===== src/rtl/cfg_diag_regs.sv =====
module cfg_diag_regs #(
  parameter int ADDR_W     = 8,
  parameter int HOLD_TICKS = 35
) (
  input  logic              clk,
  input  logic              rst_n,
  input  logic              wr_en,
  input  logic              rd_en,
  input  logic [ADDR_W-1:0] addr,
  input  logic [7:0]        wdata,
  output logic [7:0]        rdata,
  input  logic              in_status,
  input  logic              chg_evt,
  input  logic              ack_in,
  input  logic              ovt_flt,
  input  logic [1:0]        ovl_flt,
  input  logic [1:0]        uvd_flt,
  input  logic              tick,
  output logic [1:0]        ch_sel,
  output logic [1:0]        ch_en,
  output logic [1:0]        out_data,
  output logic [1:0]        ch2_cfg,
  output logic [1:0]        ch1_cfg,
  output logic              pull_en,
  output logic              pol,
  output logic              pull_inv,
  output logic              od_en,
  output logic              chglog_en,
  output logic              req_en,
  output logic              req_ch,
  output logic              ss_en,
  output logic [1:0]        tx_filt,
  output logic [1:0]        in_filt,
  output logic [1:0]        ch_inv,
  output logic [1:0]        duty,
  output logic [1:0]        exc_en
);
  localparam int CNT_W = $clog2(HOLD_TICKS + 1);
  localparam int NFLT  = 5;
  localparam logic [5:0] RST0 = 6'h1C;
  localparam logic [7:0] RST1 = 8'hF9;
  localparam logic [7:0] RST2 = 8'h19;
  localparam logic [5:0] RST3 = 6'h0B;

  logic [5:0] cfg0;
  logic [7:0] cfg1;
  logic [7:0] cfg2;
  logic [5:0] cfg3;
  logic       rst_flag;
  logic       chg_flag;
  logic [NFLT-1:0] flt_in;
  logic [NFLT-1:0] flt_flag;
  logic [7:0] diag;

  wire sel0   = (addr == ADDR_W'(0));
  wire sel1   = (addr == ADDR_W'(1));
  wire sel2   = (addr == ADDR_W'(2));
  wire sel3   = (addr == ADDR_W'(3));
  wire sel4   = (addr == ADDR_W'(4));
  wire rd_clr = rd_en && sel4;

  always_ff @(posedge clk or negedge rst_n) begin
    if (!rst_n) begin
      cfg0 <= RST0;
      cfg1 <= RST1;
      cfg2 <= RST2;
      cfg3 <= RST3;
    end else if (wr_en) begin
      if (sel0) cfg0 <= wdata[5:0];
      if (sel1) cfg1 <= wdata;
      if (sel2) cfg2 <= wdata;
      if (sel3) cfg3 <= wdata[5:0];
    end
  end

  always_ff @(posedge clk or negedge rst_n) begin
    if (!rst_n) begin
      rst_flag <= 1'b1;
      chg_flag <= 1'b0;
    end else begin
      if (rd_clr) rst_flag <= 1'b0;
      if (chg_evt && cfg2[7]) chg_flag <= 1'b1;
      else if (rd_clr)        chg_flag <= 1'b0;
    end
  end

  assign flt_in = {uvd_flt, ovl_flt, ovt_flt};

  for (genvar g = 0; g < NFLT; g++) begin : g_hold
    logic [CNT_W-1:0] cnt;
    always_ff @(posedge clk or negedge rst_n) begin
      if (!rst_n)                     cnt <= '0;
      else if (flt_in[g])             cnt <= CNT_W'(HOLD_TICKS);
      else if (tick && cnt != '0)     cnt <= cnt - 1'b1;
    end
    assign flt_flag[g] = flt_in[g] || (cnt != '0);
  end

  assign diag = {flt_flag, chg_flag, ack_in, rst_flag};

  always_comb begin
    rdata = 8'h00;
    if (sel0)      rdata = {in_status, 1'b0, cfg0};
    else if (sel1) rdata = cfg1;
    else if (sel2) rdata = cfg2;
    else if (sel3) rdata = {2'b00, cfg3};
    else if (sel4) rdata = diag;
  end

  assign ch_sel    = cfg0[5:4];
  assign ch_en     = cfg0[3:2];
  assign out_data  = cfg0[1:0];
  assign ch2_cfg   = cfg1[7:6];
  assign ch1_cfg   = cfg1[5:4];
  assign pull_en   = cfg1[3];
  assign pol       = cfg1[2];
  assign pull_inv  = cfg1[1];
  assign od_en     = cfg1[0];
  assign chglog_en = cfg2[7];
  assign req_en    = cfg2[6];
  assign req_ch    = cfg2[5];
  assign ss_en     = cfg2[4];
  assign tx_filt   = cfg2[3:2];
  assign in_filt   = cfg2[1:0];
  assign ch_inv    = cfg3[5:4];
  assign duty      = cfg3[3:2];
  assign exc_en    = cfg3[1:0];
endmodule


===== config.mk =====
export PLATFORM = sky130hd
export DESIGN_NAME = cfg_diag_regs
export DESIGN_NICKNAME = d
export VERILOG_FILES = /design/src/rtl/cfg_diag_regs.sv
export SDC_FILE = /design/constraint.sdc
export NUM_CORES = 1
export LEC_CHECK = 0
export CAP_MARGIN = 15
export CORE_ASPECT_RATIO = 1.5
export CORE_MARGIN = 2
export CORE_UTILIZATION = 40
export CTS_BUF_LIST = sky130_fd_sc_hd__clkbuf_2
export DETAILED_ROUTE_END_ITERATION = 8
export PLACE_DENSITY = 0.7
export SLEW_MARGIN = 20
export SYNTH_ARGS = -nofsm -noshare
export SYNTH_HDL_FRONTEND = slang
export SYNTH_SLANG_ARGS = --single-unit

===== constraint.sdc =====
create_clock -name clk -period 3 [get_ports clk]
set_clock_uncertainty 0.15 [all_clocks]
set_input_delay 0.75 -clock clk [delete_from_list [all_inputs] [get_ports clk]]
set_output_delay 0.75 -clock clk [all_outputs]
set_load 0.03 [all_outputs]

---- Word level (Yosys, flattened, before mapping) ----
Cells that the tools add are included.
word-level totals
  register bits after elaboration ......... 60
  input port bits ......................... 29
  output and inout port bits .............. 36
  word-level logic and storage cells ...... 65
cells by class
  $add $sub $neg .......................... 5
  eq/ne operators ......................... 4
  mux-type cells .......................... 17
  reductions and logical operators ........ 28
operators by type and width
  operator               count
  $mux W6                10
  $mux W8                5
  $reduce_bool A6 Y1     5
  $sub A6 B1 Y6 const B  5
  $eq A8 B2 Y1 const B   2
  $reduce_bool A2 Y1     6
  $eq A8 B1 Y1 const B   1
  $eq A8 B3 Y1 const B   1
  $logic_not A8 Y1       1
  $reduce_and A2 Y1      4
  $logic_and A1 B1 Y1    7
  $logic_or A1 B1 Y1     5
  $mux W1                2

---- Longest topological paths before layout ----
Gate-level depths: netlist of the first run.
  word-level depth ........................ 7
  gate-level depth with buffers ........... 6
  depth with buffers taken out ............ 6

---- Worst setup path before layout of the first run ----
No wires, ideal clock.
  path type ............................... in2out
  start point ............................. input addr[0]
  end point ............................... output rdata[7]
  arrival time ............................ 2.294 ns
  data required time ...................... 2.100 ns
  slack ................................... -0.194 ns
  stages .................................. 5
  buffers on the path ..................... 2
  cell sequence ........................... buf_2 buf_2 nor3_1 a211o_1 a221oi_1
on the way
  longest elaborated chain between the ends .. 6
  elaborated cells on any way between the ends .. 10
  those cells by class .................... 4 x eq/ne; 5 x mux; 1 x reduce/logical
ends and longest elaborated chain
  what             line  RTL
  start, declared  9     input logic [ADDR_W-1:0] addr,
  $eq A8 B3 Y1     59    wire sel4 = (addr == ADDR_W'(4));
  $mux W8          107   else if (sel4) rdata = diag;
  $mux W8          106   else if (sel3) rdata = {2'b00, cfg3};
  $mux W8          105   else if (sel2) rdata = cfg2;
  $mux W8          104   else if (sel1) rdata = cfg1;
  $mux W8 (*)      103   if (sel0) rdata = {in_status, 1'b0, cfg0};
  end, declared    11    output logic [7:0] rdata,
Mark *: on every way between the ends. The rest lies on a longest branch, timed or not.

---- Final worst setup path of the first run ----
  start point ............................. register g_hold[4].cnt[0]
  end point ............................... output rdata[7]
on the way
  longest elaborated chain between the ends .. 7
ends and longest elaborated chain
  what                    line  RTL
  start, declared         90    logic [CNT_W-1:0] cnt;
  start signal, assigned  93    else if (flt_in[g]) cnt <= CNT_W'(HOLD_TICKS);
  start signal, assigned  94    else if (tick && cnt != '0) cnt <= cnt - 1'b1;
  $reduce_bool A6 Y1      96    assign flt_flag[g] = flt_in[g] || (cnt != '0);
  $logic_or A1 B1 Y1      96
  $mux W8                 107
  $mux W8                 106
  $mux W8                 105
  $mux W8                 104
  $mux W8                 103
Every way passes these cells.

==> out/metrics.yaml, run 1 <==
status:
  run_status: "finished, violations left"
  violations: "setup timing"
clock_tree:
  cts_max_level: 3
  cts_sinks: 60
  clock_latency_ns: 0.54
  cts_made_buffers: 9
  root_buffer: "clkbuf_2"
  cts_tree: "done"
  clockBufferDepth: 2
  cts.clk_slew.worst_paths_ns: 0.18
  cts_hold_buf: 0
floorplan:
  start_util_pct: 41.1
  die_area_mm2: 0.00899
  io_pins: 65
  core-area_mm2: 0.00801
  die_y_um: 115
  dieWidth_um: 78.1
  row_count: 40
placement:
  dp_cells: 497
  numPortBuffers: 64
  gp_congestion: 0.811
  place_ws_ns: -0.297
  hpwl_um: 5830
detailed_routing:
  via_count: 2807
  route.detailed.drc: 0
  initialDrtViolationCount: 188
  wl_per_cell_um: 16.1
  finalWirelength_um: 8510
  vias_per_cell: 5.30
  detail-route-antenna-nets: 0
  firstDrtPassIters: 4
timing:
  slew_headroom_pct: 71.2
  whs_ns: 0.0287
  setup_viol: 1
  worst_pin_slew_ns: 0.426
  finalHoldViolations: 0
  rsz0062_at_grt: "true"
  finalMaxSlewViolations: 0
  fmax_mhz: 323
  min_period_ns: 3.10
  fin_ws_ns: -0.0968
  period_share_pct: 103
critical_path:
  worstPathRequired_ns: 2.10
  arrival_ns: 2.20
  critPathMaxFanout: 2
  cp-start-kind: "register"
  cp.depth: 7
  cp_slowest_stage_delay_ns: 0.49
  path_delay_family: "simple AND/OR/NAND/NOR gates"
  ff2ff_path_depth: 7
  worstSetupEndpointType: "primary output"
  crit_type: "reg2out"
  path_cells: "inv_2 > ha_1 > or4b_4 > nor3_4 > nand2b_4 > a221oi_2 > buf_4"
  path_buf_inv: 2
  critPathSlowestCell: "or4b_4"
cells_and_area:
  final_cell_count_no_fill: 530
  final_common_cell: "clkdlybuf4s50_1"
  final_cell_mix: "clkdlybuf4s50_1, buf_4, dfrtp_1"
  nets: 459
  area_delta_synth_final_pct: 42.1
  layout-drive-gt1-share_pct: 37.6
  n_antenna_cell: 0
  regArea_mm2: 0.00152
  multi_input_area_mm2: 0.00179
  nFillCells: 713
global_routing:
  grt_pass1_vias: 2941
  grt_overflow: 0
  grt_max_degree: 61
  antenna_found_initial: 0
  track_usage_pct: 20.3
  grt_pass1_wl_um: 14000
synth:
  synth_area_per_cell_um2: 10.8
  synth-warning-count: 0
  postSynthCellCount: 305
  async_flop_share_pct: 100
  ys_ff_latch: 60
  ys_seq_area_share_pct: 46.2
  syn-num-nets: 344
  synth_enable_flop_cells: 0
  yosysUniqueCellTypes: 56
  synth_area_mm2: 0.00329
  synthFlopType: "dfrtp_1"
power:
  p_total_uw: 1810
  power_frac_comb_pct: 19.0
  seqPwrFrac_pct: 49.2
  clockPowerShare_pct: 31.8
  swShare_pct: 28.4
  power.density_mw_per_mm2: 387
  ir_drop_mv: 0.487
  leakagePower_uw: 0.00198
  internal-power_uw: 1300
  p_switching_uw: 513
job:
  drv_cap: 0
worst_hold_path:
  hold_path_class: "in2async"
## cells by family (layout without fill, tap and decap cells)
group                      after synthesis  after routing  share of synthesized area [%]
and+or+nand+nor                        110            110                           19.2
DFF                                     60             60                           46.2
AOI/OAI and AO/OA                       57             57                           12.6
muxes                                   36             36                           12.8
buffers and inverters                   22            142                           2.66
adders and majority gates               10             10                           3.80
xor gates and xnor gates                10             10                           2.66
## Yosys cell counts, types with 4 or more instances
cell | instances | area, µm²
mux2_2 | 30 | 338
nor2_1 | 25 | 93.8
ha_1 | 10 | 125
xor2_1 | 5 | 43.8
nand3_1 | 6 | 30.0
mux2i_1 | 4 | 40.0
inv_1 | 14 | 52.6
o21ai_0 | 9 | 45.0
xnor2_1 | 5 | 43.8
a21o_1 | 6 | 45.0
nand2_1 | 24 | 90.1
nor3_1 | 8 | 40.0
buf_2 | 4 | 20.0
nand3b_1 | 5 | 37.5
nand2b_1 | 10 | 62.6
a21oi_1 | 16 | 80.1
dfstp_2 | 16 | 420
dfrtp_1 | 44 | 1100
## power by group through the flow
| stage | Combinational (µW) | Sequential [µW] | Clock (µW) |
|---|---|---|---|
| 6_report | 344 | 890 | 576 |
| 5_1_grt | 373 | 896 | 621 |
| 4_1_cts | 336 | 890 | 586 |
| 3_5_place_dp | 311 | 903 | 0 |
| 3_3_place_gp | 305 | 903 | 0 |
| 2_1_floorplan | 121 | 933 | 0 |
## what timing repair did
item,4_1_cts,5_1_grt
resized for setup,32,8
endpoints found under the setup margin,8,7
pin swaps,3,3
buffers inserted,8,8
cloned,1,0
## flip-flops by register name, indices dropped and copies added, names as in the netlist
name and count:
cfg3 6, cfg1 8, chg_flag 1, cfg2 8, rst_flag 1, cfg0 6
g_hold.cnt 30
## worst paths after layout
path | startpoint | endpoint | slack [ns]
worst max-delay path | g_hold[4].cnt[0] | rdata[7] | -0.1
worst min-delay path | rst_n | cfg0[0] | 0.03
worst max register to register | g_hold[4].cnt[0] | g_hold[4].cnt[5] | 0.89
worst min register to register | rst_flag | rst_flag | 0.35
max in group asynchronous | rst_n | cfg1[5] | 2.35
min in group clk | rst_flag | rst_flag | 0.35
## final cells by class
| class | instances | share of cell area [%] |
|---|---|---|
| multi-input combinational | 223 | 38.3 |
| sequential | 60 | 32.5 |
| timing repair buffer | 112 | 22.4 |
| inverter | 14 | 1.20 |
| tap | 105 | 2.81 |
| clock inverter | 7 | 1.74 |
| clock buffer | 9 | 0.963 |
## through the flow
| stage | TNS (ns) | util (%) | instance area (µm²) |
|---|---|---|---|
| 2_1_floorplan | 0 | - | 3310 |
| 3_3_place_gp | -1.45 | 53.6 | 4290 |
| 6_report | -0.0968 | 58.4 | 4680 |
| 5_1_grt | -0.375 | 58.4 | 4680 |
| 4_1_cts | -0.229 | 57.4 | 4590 |
| 3_5_place_dp | -1.43 | 53.6 | 4290 |
## metal layers
| layer | track usage [%] | share of wire (%) | vias to the layer above |
|---|---|---|---|
| li1 | - | - | 1346 |
| met1 | 22.2 | 41 | 1388 |
| met2 | 37.8 | 54 | 63 |
| met3 | 3.92 | 3.6 | 10 |
| met4 | 9.12 | 2.0 | 0 |
| met5 | 0 | 0 | - |
Power figures use the tool's default switching activity.
==> run 2, diff against run 1 <==
--- a/config.mk
+++ b/config.mk
@@ -11,6 +11,7 @@
 export CORE_UTILIZATION = 40
 export CTS_BUF_LIST = sky130_fd_sc_hd__clkbuf_2
 export DETAILED_ROUTE_END_ITERATION = 8
+export GPL_ROUTABILITY_DRIVEN = 0
 export PLACE_DENSITY = 0.7
 export SLEW_MARGIN = 20
 export SYNTH_ARGS = -nofsm -noshare
==> results of run 2 <==
Final layout, timing and power as in run 1 (identical DEF).
==> run 3, diff against run 2 <==
--- a/config.mk
+++ b/config.mk
@@ -13,7 +13,7 @@
 export DETAILED_ROUTE_END_ITERATION = 8
 export GPL_ROUTABILITY_DRIVEN = 0
 export PLACE_DENSITY = 0.7
-export SLEW_MARGIN = 20
+export SLEW_MARGIN = 40
 export SYNTH_ARGS = -nofsm -noshare
 export SYNTH_HDL_FRONTEND = slang
 export SYNTH_SLANG_ARGS = --single-unit
==> results of run 3 <==
Final layout, timing and power as in run 1 (identical DEF).
